`src/rtl/obl_cache_pkg.sv`:
```
package obl_cache_pkg;

  typedef enum logic {
    SLOT_WAIT   = 1'b0,
    SLOT_ACCESS = 1'b1
  } slot_state_e;

  // cycles spent waiting before a slot opens
  function automatic int unsigned wait_cycles(input int unsigned interval);
    return (interval == 0) ? 1 : interval;
  endfunction

  // full slot period: wait cycles plus read phase plus write phase
  function automatic int unsigned slot_period(input int unsigned interval);
    return wait_cycles(interval) + 2;
  endfunction

endpackage

```
`src/rtl/obl_req_fifo.sv`:
```
module obl_req_fifo #(
  parameter int W     = 8,
  parameter int DEPTH = 4
) (
  input  logic         clk,
  input  logic         rst_n,
  input  logic         push,
  input  logic         pop,
  input  logic [W-1:0] din,
  output logic [W-1:0] dout,
  output logic         empty,
  output logic         full
);
  localparam int PW = (DEPTH > 1) ? $clog2(DEPTH) : 1;

  logic [W-1:0] mem [DEPTH];
  logic [PW-1:0] wp, rp;
  logic [PW:0]   cnt;
  logic          do_push, do_pop;

  assign empty   = (cnt == '0);
  assign full    = (cnt == (PW+1)'(DEPTH));
  assign do_push = push && !full;
  assign do_pop  = pop && !empty;
  assign dout    = mem[rp];

  function automatic logic [PW-1:0] bump(input logic [PW-1:0] p);
    return (p == PW'(DEPTH - 1)) ? '0 : p + 1'b1;
  endfunction

  always_ff @(posedge clk) begin
    if (!rst_n) begin
      wp  <= '0;
      rp  <= '0;
      cnt <= '0;
    end else begin
      if (do_push) wp <= bump(wp);
      if (do_pop)  rp <= bump(rp);
      cnt <= cnt + (PW+1)'(do_push) - (PW+1)'(do_pop);
    end
  end

  always_ff @(posedge clk) begin
    if (do_push) mem[wp] <= din;
  end
endmodule

```
`src/rtl/obl_slot_fsm.sv`:
```
module obl_slot_fsm
  import obl_cache_pkg::*;
#(
  parameter int INTERVAL = 5
) (
  input  logic clk,
  input  logic rst_n,
  input  logic done_i,
  output logic active_o,
  output logic release_o
);
  localparam int TOP = int'(wait_cycles(INTERVAL)) - 1;
  localparam int CW  = $clog2(TOP + 2);

  slot_state_e    state;
  logic [CW-1:0]  cnt;

  assign active_o  = (state == SLOT_ACCESS);
  assign release_o = (state == SLOT_WAIT) && (cnt == CW'(TOP));

  always_ff @(posedge clk) begin
    if (!rst_n) begin
      state <= SLOT_WAIT;
      cnt   <= '0;
    end else begin
      unique case (state)
        SLOT_WAIT: begin
          if (release_o) begin
            state <= SLOT_ACCESS;
            cnt   <= '0;
          end else begin
            cnt <= cnt + 1'b1;
          end
        end
        SLOT_ACCESS: begin
          if (done_i) state <= SLOT_WAIT;
        end
        default: state <= SLOT_WAIT;
      endcase
    end
  end
endmodule

```
`src/rtl/obl_banked_store.sv`:
```
module obl_banked_store #(
  parameter int SETS   = 4,
  parameter int WAYS   = 2,
  parameter int BANKS  = 4,
  parameter int BANK_W = 8,
  parameter int TAG_W  = 6,
  localparam int IDX_W  = $clog2(SETS),
  localparam int LINE_W = BANKS * BANK_W,
  localparam int AW     = $clog2(WAYS)
) (
  input  logic              clk,
  input  logic              rst_n,
  input  logic              active_i,
  input  logic              real_i,
  input  logic              wr_i,
  input  logic [IDX_W-1:0]  idx_i,
  input  logic [TAG_W-1:0]  tag_i,
  input  logic [LINE_W-1:0] wdata_i,
  output logic              done_o,
  output logic              hit_o,
  output logic [LINE_W-1:0] rdata_o
);
  logic step;
  logic rd_phase, wr_phase;

  always_ff @(posedge clk) begin
    if (!rst_n) step <= 1'b0;
    else        step <= active_i && !step;
  end

  assign rd_phase = active_i && !step;
  assign wr_phase = active_i && step;
  assign done_o   = wr_phase;

  logic             vld_q [SETS][WAYS];
  logic [TAG_W-1:0] tag_q [SETS][WAYS];
  logic [AW-1:0]    age_q [SETS][WAYS];

  logic             h_vld [WAYS];
  logic [TAG_W-1:0] h_tag [WAYS];
  logic [AW-1:0]    h_age [WAYS];

  always_ff @(posedge clk) begin
    if (!rst_n) begin
      for (int w = 0; w < WAYS; w++) begin
        h_vld[w] <= 1'b0;
        h_tag[w] <= '0;
        h_age[w] <= '0;
      end
    end else if (rd_phase) begin
      for (int w = 0; w < WAYS; w++) begin
        h_vld[w] <= vld_q[idx_i][w];
        h_tag[w] <= tag_q[idx_i][w];
        h_age[w] <= age_q[idx_i][w];
      end
    end
  end

  logic          hit, alloc, touch, found;
  logic [AW-1:0] hit_way, victim, tgt;
  logic [AW-1:0] new_age [WAYS];

  always_comb begin
    hit     = 1'b0;
    hit_way = '0;
    for (int w = 0; w < WAYS; w++) begin
      if (h_vld[w] && h_tag[w] == tag_i) begin
        hit     = 1'b1;
        hit_way = AW'(w);
      end
    end
  end

  always_comb begin
    victim = '0;
    found  = 1'b0;
    for (int w = 0; w < WAYS; w++) begin
      if (!found && !h_vld[w]) begin
        victim = AW'(w);
        found  = 1'b1;
      end
    end
    if (!found) begin
      for (int w = 0; w < WAYS; w++) begin
        if (h_age[w] == AW'(WAYS - 1)) victim = AW'(w);
      end
    end
  end

  assign alloc = real_i && wr_i && !hit;
  assign touch = real_i && (hit || alloc);
  assign tgt   = hit ? hit_way : victim;
  assign hit_o = hit;

  always_comb begin
    for (int w = 0; w < WAYS; w++) begin
      new_age[w] = h_age[w];
      if (touch) begin
        if (AW'(w) == tgt)              new_age[w] = '0;
        else if (h_age[w] < h_age[tgt]) new_age[w] = h_age[w] + 1'b1;
      end
    end
  end

  always_ff @(posedge clk) begin
    if (!rst_n) begin
      for (int s = 0; s < SETS; s++) begin
        for (int w = 0; w < WAYS; w++) begin
          vld_q[s][w] <= 1'b0;
          tag_q[s][w] <= '0;
          age_q[s][w] <= AW'(w);
        end
      end
    end else if (wr_phase) begin
      for (int w = 0; w < WAYS; w++) begin
        vld_q[idx_i][w] <= (alloc && AW'(w) == tgt) ? 1'b1  : h_vld[w];
        tag_q[idx_i][w] <= (alloc && AW'(w) == tgt) ? tag_i : h_tag[w];
        age_q[idx_i][w] <= new_age[w];
      end
    end
  end

  for (genvar b = 0; b < BANKS; b++) begin : g_bank
    logic [BANK_W-1:0] mem  [SETS][WAYS];
    logic [BANK_W-1:0] hold [WAYS];

    always_ff @(posedge clk) begin
      if (!rst_n) begin
        for (int w = 0; w < WAYS; w++) hold[w] <= '0;
      end else if (rd_phase) begin
        for (int w = 0; w < WAYS; w++) hold[w] <= mem[idx_i][w];
      end
    end

    always_ff @(posedge clk) begin
      if (!rst_n) begin
        for (int s = 0; s < SETS; s++)
          for (int w = 0; w < WAYS; w++) mem[s][w] <= '0;
      end else if (wr_phase) begin
        for (int w = 0; w < WAYS; w++)
          mem[idx_i][w] <= (real_i && wr_i && AW'(w) == tgt)
                           ? wdata_i[b*BANK_W +: BANK_W] : hold[w];
      end
    end

    assign rdata_o[b*BANK_W +: BANK_W] = hit ? hold[hit_way] : '0;
  end
endmodule

```
`src/rtl/obl_cache_gate.sv`:
```
module obl_cache_gate #(
  parameter int ADDR_W   = 8,
  parameter int BANKS    = 4,
  parameter int BANK_W   = 8,
  parameter int SETS     = 4,
  parameter int WAYS     = 2,
  parameter int QDEPTH   = 4,
  parameter int INTERVAL = 5
) (
  input  logic                      clk,
  input  logic                      rst_n,
  input  logic                      req_valid,
  output logic                      req_ready,
  input  logic                      req_wr,
  input  logic [ADDR_W-1:0]         req_addr,
  input  logic [BANKS*BANK_W-1:0]   req_wdata,
  output logic                      rsp_valid,
  output logic                      rsp_hit,
  output logic [BANKS*BANK_W-1:0]   rsp_data,
  output logic                      fill_strobe,
  output logic                      fill_we,
  output logic [ADDR_W-1:0]         fill_addr
);
  localparam int IDX_W  = $clog2(SETS);
  localparam int TAG_W  = ADDR_W - IDX_W;
  localparam int LINE_W = BANKS * BANK_W;
  localparam int REQ_W  = 1 + ADDR_W + LINE_W;

  logic              q_empty, q_full;
  logic [REQ_W-1:0]  q_head;
  logic              acc_active, acc_done;
  logic              slot_release, slot_dummy;
  logic              st_hit;
  logic [LINE_W-1:0] st_rdata;

  logic              cur_real, cur_wr;
  logic [ADDR_W-1:0] cur_addr;
  logic [LINE_W-1:0] cur_wdata;

  assign req_ready  = !q_full;
  assign slot_dummy = slot_release && q_empty;

  obl_req_fifo #(.W(REQ_W), .DEPTH(QDEPTH)) u_queue (
    .clk   (clk),
    .rst_n (rst_n),
    .push  (req_valid),
    .pop   (slot_release),
    .din   ({req_wr, req_addr, req_wdata}),
    .dout  (q_head),
    .empty (q_empty),
    .full  (q_full)
  );

  obl_slot_fsm #(.INTERVAL(INTERVAL)) u_slot (
    .clk       (clk),
    .rst_n     (rst_n),
    .done_i    (acc_done),
    .active_o  (acc_active),
    .release_o (slot_release)
  );

  always_ff @(posedge clk) begin
    if (!rst_n) begin
      cur_real  <= 1'b0;
      cur_wr    <= 1'b0;
      cur_addr  <= '0;
      cur_wdata <= '0;
    end else if (slot_release) begin
      cur_real <= !q_empty;
      if (q_empty) begin
        cur_wr    <= 1'b0;
        cur_addr  <= '0;
        cur_wdata <= '0;
      end else begin
        {cur_wr, cur_addr, cur_wdata} <= q_head;
      end
    end
  end

  obl_banked_store #(
    .SETS(SETS), .WAYS(WAYS), .BANKS(BANKS), .BANK_W(BANK_W), .TAG_W(TAG_W)
  ) u_store (
    .clk      (clk),
    .rst_n    (rst_n),
    .active_i (acc_active),
    .real_i   (cur_real),
    .wr_i     (cur_wr),
    .idx_i    (cur_addr[IDX_W-1:0]),
    .tag_i    (cur_addr[ADDR_W-1:IDX_W]),
    .wdata_i  (cur_wdata),
    .done_o   (acc_done),
    .hit_o    (st_hit),
    .rdata_o  (st_rdata)
  );

  assign rsp_valid   = acc_done && cur_real;
  assign rsp_hit     = rsp_valid && st_hit;
  assign rsp_data    = rsp_valid ? st_rdata : '0;
  assign fill_strobe = acc_done;
  assign fill_we     = acc_done && cur_real && !st_hit;
  assign fill_addr   = cur_addr;
endmodule

```
`config.mk`:
```
export PLATFORM = sky130hd
export DESIGN_NAME = obl_cache_gate
export DESIGN_NICKNAME = d
export VERILOG_FILES = /design/src/rtl/obl_cache_pkg.sv /design/src/rtl/obl_req_fifo.sv /design/src/rtl/obl_slot_fsm.sv /design/src/rtl/obl_banked_store.sv /design/src/rtl/obl_cache_gate.sv
export SDC_FILE = /design/constraint.sdc
export NUM_CORES = 1
export LEC_CHECK = 0
export BUFFER_PORTS_ARGS = -buffer_cell sky130_fd_sc_hd__buf_4
export CAP_MARGIN = 5
export CORE_AREA = 5 5 235 237
export DETAILED_ROUTE_END_ITERATION = 8
export DIE_AREA = 0 0 240 242
export PLACE_DENSITY = 0.78
export SLEW_MARGIN = 25
export SYNTH_ARGS = -nofsm -noshare
export SYNTH_HDL_FRONTEND = slang
export SYNTH_SLANG_ARGS = --single-unit
```
`constraint.sdc`:
```
create_clock -name clk -period 7.9 [get_ports clk]
set_clock_uncertainty 0.05 [all_clocks]
set_input_delay 0.395 -clock clk [delete_from_list [all_inputs] [get_ports clk]]
set_output_delay 0.395 -clock clk [all_outputs]
set_load 0.02 [all_outputs]
```
### Word-level counts from Yosys, hierarchy flattened

Memory sizes are Yosys's and may differ from the RTL's. A register that Yosys moved wholly into a read port is not among the register bits.
Index checks and enable logic that the tools add are counted.

* bits in writable memories: 564
* word-level logic and storage cells: 190
* output and inout bits: 45
* memories kept: 15
* input port bits: 44
* bits in registers: 54

* muxes and demuxes: 102
* add/subtract/negate cells: 7
* equality and inequality tests: 6
* bitwise operators: 16
* reductions and logical operators: 32
* $lt $le $gt $ge: 2

Memory list
* u_queue.mem: words 4, bits a word 41, rd ports 1, clocked after Yosys merged registers in 1, write ports 1, line obl_req_fifo.sv:16 `logic [W-1:0] mem [DEPTH];`
* u_store.g_bank[0].mem: words 4, bits a word 16, rd ports 1, clocked after Yosys merged registers in 1, write ports 4, line obl_banked_store.sv:124 `logic [BANK_W-1:0] mem [SETS][WAYS];`
* u_store.g_bank[1].mem: words 4, bits a word 16, rd ports 1, clocked after Yosys merged registers in 1, write ports 4, line obl_banked_store.sv:124
* u_store.g_bank[2].mem: words 4, bits a word 16, rd ports 1, clocked after Yosys merged registers in 1, write ports 4, line obl_banked_store.sv:124
* u_store.g_bank[3].mem: words 4, bits a word 16, rd ports 1, clocked after Yosys merged registers in 1, write ports 4, line obl_banked_store.sv:124
* u_store.tag_q: words 4, bits a word 12, rd ports 1, clocked after Yosys merged registers in 1, write ports 4, line obl_banked_store.sv:36 `logic [TAG_W-1:0] tag_q [SETS][WAYS];`
* +9 memories

Operators by type and width (count)
* 8-bit two-way mux: 21
* 16-bit two-way mux: 4
* 32-bit two-way mux: 2
* 16-bit OR reduction: 4
* 2-bit two-way mux: 27
* 1-bit two-way mux: 41
* 6-bit two-way mux: 4
* 1-bit logical AND: 18
* 1-bit bitwise OR: 14
* 6-bit == test: 2
* 12-bit two-way mux: 1
* 12-bit OR reduction: 1
* 3-bit == test, second input constant: 2
* 1-bit logical NOT: 5
* 2-bit by 1-bit adder with 2-bit output, second input constant: 2
* 2-bit == test, second input constant: 2
* 2-bit OR reduction: 2
* 3-bit by 1-bit adder with 3-bit output: 1
* 3-bit by 1-bit adder with 3-bit output, second input constant: 1
* 3-bit logical NOT: 1
* 3-bit two-way mux: 1
* 3-bit by 1-bit subtractor with 3-bit output: 1
* 1-bit adder, second input constant: 2
* 1-bit less-than comparator: 2
* other kinds (3): 4

### Logic depth before layout (Yosys ltp)

An unclocked memory read counts as a cell.

* depth in word-level cells: 14
* mapped depth: 10
* mapped depth without buffers: 10

### Modules after synthesis

Synthesis repeated with hierarchy kept, for this count alone.

* cell total of the unflattened synthesis: 1960
* area, all modules: 27964.3 µm²

Modules (own cells, without submodules)
* obl_banked_store: cells each 1443, times used 1, area an instance 19261.0 µm², sequential area each 12001.5 µm²
* obl_req_fifo: cells each 268, times used 1, area an instance 6452.4 µm², sequential area each 5104.9 µm²
* obl_cache_gate: cells each 227, times used 1, area an instance 2048.2 µm², sequential area each 840.8 µm²
* obl_slot_fsm: cells each 22, times used 1, area an instance 202.7 µm², sequential area each 80.1 µm²

### Least setup slack after synthesis

Ideal clock, no wire load.

* path kind: flip-flop to flip-flop
* start point: register cur_addr[0], in the netlist fill_addr[0]
* end point: memory u_store.age_q[0][0] in the netlist's numbering, enable pin
* setup time: 0.441 ns
* stages on the path, launching flop included: 5
* required time: 7.409 ns
* setup slack: 4.596 ns
* clock period less this slack: 3.304 ns
* data arrival time: 2.813 ns
* buffers on the path: 2
* cells stage by stage: dfxtp_1 > clkbuf_1 > or3_1 > clkbuf_1 > nand2_1

RTL lines
* start, declared: line obl_cache_gate.sv:37 `logic [ADDR_W-1:0] cur_addr;`
* start signal, assigned: line obl_cache_gate.sv:75 `{cur_wr, cur_addr, cur_wdata} <= q_head;`
* end, declared: line obl_banked_store.sv:37 `logic [AW-1:0] age_q [SETS][WAYS];`

==> results.md <==
* Max Clk Rate at 260 MHz
* Hold EP: u_slot.cnt[2]
* Worst path buffer plus inverter count at 2
* Setup TNS at 0 ns
* Status: finished clean
* Synthesized area at 0.0283 mm2
* Sequential area share after synthesis at 63.9%
* Initial Util at 53.2%
* Syn-to-layout area delta at 11.9%
* Site Rows at 85
* Worst-Margin Slew at 1.08 ns
* Worst min-delay path class: in2reg
* Global Route Usage Sum at 21.9%
* Static Leak at 11.0 nW
* Shortest period the worst path allows at 3.85 ns
* First-pass GRT wire length at 99.5 mm
* Post-CTS Repair Setup Buffers at 0
* Die Y at 242 um
* Design Area, Final at 0.0316 mm2
* DP Area at 0.0295 mm2
* Most frequent cells after synthesis: edfxtp_1 (561), nand2_1 (495), mux2i_1 (285)
* HP Start: rst_n
* Seq cells post-synth at 622
* Cell variety after synth at 45
* RSZ-0062 raised after global routing: no
* Core area at 0.0531 mm2
* Number of global-route vias before repair at 17.7k
* Ant. Diodes at 0
* Family with the most delay on the worst path: simple AND/OR/NAND/NOR gates
* Ys flop type: edfxtp_1
* Max-cap viol count at 0
* Dpl cells at 2656
* Initial DRC count at 1548
* TritonCTS clock tree: yes
* Clock Sinks at 622
* Clk_lat worst skew at 0.63 ns
* WS Path Type: reg2out
* Post-Synth XOR/XNOR Area at 0.496%
* Hold Path Depth at 3
* Post-Syn Nets at 2046
* Post-route insts no fill at 2803
* Multiplexer share of the synthesized area at 19.7%
* Hold Fails Final Rpt at 0
* Root Driver: clkbuf_16
* Synth warn at 0
* WHS at 0.139 ns
* Drt pass-1 iters at 5
* Final slew viol count at 0
* Worst-path clk slew at 0.07 ns
* Worst path slowest cell: nand2_1
* # DRC at 0
* Ys async rst share at 0%
* Critical Path AT at 3.40 ns
* Synth top area cells: edfxtp_1 (60%), mux2i_1 (10%), mux4_2 (9.6%)
* Cells after Synth at 1992
* Most frequent cell after synthesis: edfxtp_1
* CP peak stage delay at 0.65 ns
* DRT Wirelength at 64.0 mm
* Area leader, netlist: edfxtp_1
* Pin count of the biggest net entering global routing at 82
* RR Startpoint: fill_addr[6]
* Grt ovf at 0
* Synth Area in Adders at 0.469%
* R2R depth at 7
* Inserted Clock Buffers at 57
* Compound-Gate Fraction of Synth Area at 2.93%
* Post-synth top area share at 59.6%
* Die area at 0.0581 mm2
* # hold bufs at CTS at 41
* Crit Reg-Reg Endpoint: u_store.g_bank[1].mem[2][2]
* Initial antenna violation count at 2
* Gpl congestion at 0.844
* Worst path cell trace: xor2_1 > nor3_1 > nand2_1 > buf_4 > nand2_1 > a21oi_1 > buf_4
* Syn avg cell area at 14.2 um2
* Max Root-Sink Buffers at 3
* Avg WL per Cell at 22.8 um
* Final antenna-violating net count at 0
* Simple-Gate Fraction of Synth Area at 9.99%
* HPWL after DPL at 36.9 mm
* EDFF count, synth at 561
* Chip width at 240 um
* Largest family of logic cells by synthesized area: multiplexers
* CTS H-tree lvls at 2
* Via count at 16.8k
* Worst relative slew slack at 27.8%
* Critical Path Sink Type: output port
* CP required at 7.46 ns
* Nets at 2116
* Pwr/cell area at 218 mW/mm2
* Critical path depth in cells at 7
* FF-to-FF setup slack at 4.25 ns
* IO Pins at 89
* Final setup viols at 0
* CP Max Fanout at 23
* Crit path launch type: flip-flop
* Post-CTS sizing at 0
* Period utilisation layout at 48.7%
* I/O Buffers at 88
* Share of cells above drive strength 1 at 15.9%
* Vias per inst at 5.99
* Peak VDD IR at 0.000252 V
## flip-flops by register name, indices dropped and copies added (netlist names), named ones only
name,count
cur_wdata,32
u_store.tag_q,48
u_slot.active_o,1
cur_real,1
u_queue.mem,164
cur_wr,1
u_store.h_vld,2
u_store.h_tag,12
u_store.vld_q,8
u_queue.wp,2
u_store.g_bank.mem,256
u_store.step,1
u_queue.cnt,3
u_queue.rp,2
u_slot.cnt,3
u_store.h_age,2
u_store.g_bank.hold,64
fill_addr,8
u_store.age_q,8
## worst reg2reg max path: stages (launching register included)
cell      delay (ns)
dfxtp_1         0.52
xnor2_1         0.21
and4_1          0.33
a21boi_2        0.13
nor2_4          0.12
buf_4           0.72
buf_4           0.92
mux2i_1         0.35
## kinds of logic (layout without fill, tap and decap cells)
| family | after synthesis | in the layout |
|---|---|---|
| simple gates | 653 | 653 |
| mux | 406 | 406 |
| buf+inv | 156 | 271 |
| xor+xnor | 16 | 16 |
| fa+ha+maj | 10 | 10 |
| compound gates | 129 | 129 |
| flops | 622 | 622 |
## stage by stage
stage / power (mW) / setup WS, ns / utilization [%]
floorplan: 4.21 / 4.60 / -
global placement: 4.35 / 4.39 / 55.4
detailed placement: 4.38 / 4.30 / 55.5
CTS: 6.93 / 4.11 / 59.5
global route: 7.13 / 3.92 / 59.6
finish: 6.91 / 4.05 / 59.6
## placed cells by master, fill, tap and decap left out, types with 2 or more instances in the layout
cell           instances
nor3_2                 3
and2_1                 5
clkinv_1               9
and3_4                 5
inv_1                 12
mux2i_1              285
and2_2                 2
clkinv_2               6
clkbuf_16             57
mux4_2               121
buf_4                110
nand2b_1               2
nand2_4                5
clkbuf_8               3
a21oi_1               64
dfxtp_1               57
inv_6                  2
clkbuf_1              25
and4_1                 2
xor2_1                 8
nor2b_1               89
nand2_1              490
nor2_4                 3
nor2_1                13
dfxtp_4                3
edfxtp_1             561
buf_12                 2
o21ai_0               14
xnor2_1                8
nand3b_1               3
nand3_1               11
nor3_1                 2
a22o_1                42
ha_1                   9
dlygate4sd3_1         41
nand4_1                5
or3_1                  2
and3_1                 4
## metal layers
metal  GRT usage [%]  vias to the layer above  wire (um)
met5               0                        -         13
met4            6.59                        2       1330
met3            4.63                       91       5880
met2            37.0                      747      32300
met1            28.9                     8450      24500
li1                -                     7513          -
## how the worst max path moves through the flow
stage | from | to
3_3_place_gp | u_store.h_tag[0][2] | u_store.g_bank[1].mem[1][1]
3_5_place_dp | u_store.h_tag[0][2] | u_store.g_bank[1].mem[2][2]
5_1_grt | u_store.h_tag[0][7] | rsp_data[28]
2_1_floorplan | fill_addr[0] | u_store.age_q[0][0]
4_1_cts | u_store.h_tag[0][7] | rsp_data[28]
6_report | u_store.h_tag[0][7] | rsp_data[8]
## final cells by class
class,instances,area [um2]
clock inverter,19,131
fill,3877,21500
tap,696,871
inverter,12,45.0
clock buffer,85,1560
multi-input combinational,1214,9620
sequential,622,18100
timing repair buffer,155,1320
## power by group
part           total (mW)  internal [mW]  switching [mW]  leakage (nW)
clock                2.58           1.40            1.18         0.824
sequential           3.89           3.78           0.109          6.09
combinational       0.437          0.181           0.255          4.13
total                6.91           5.36            1.54          11.0
(Power assumes the default switching activity.)
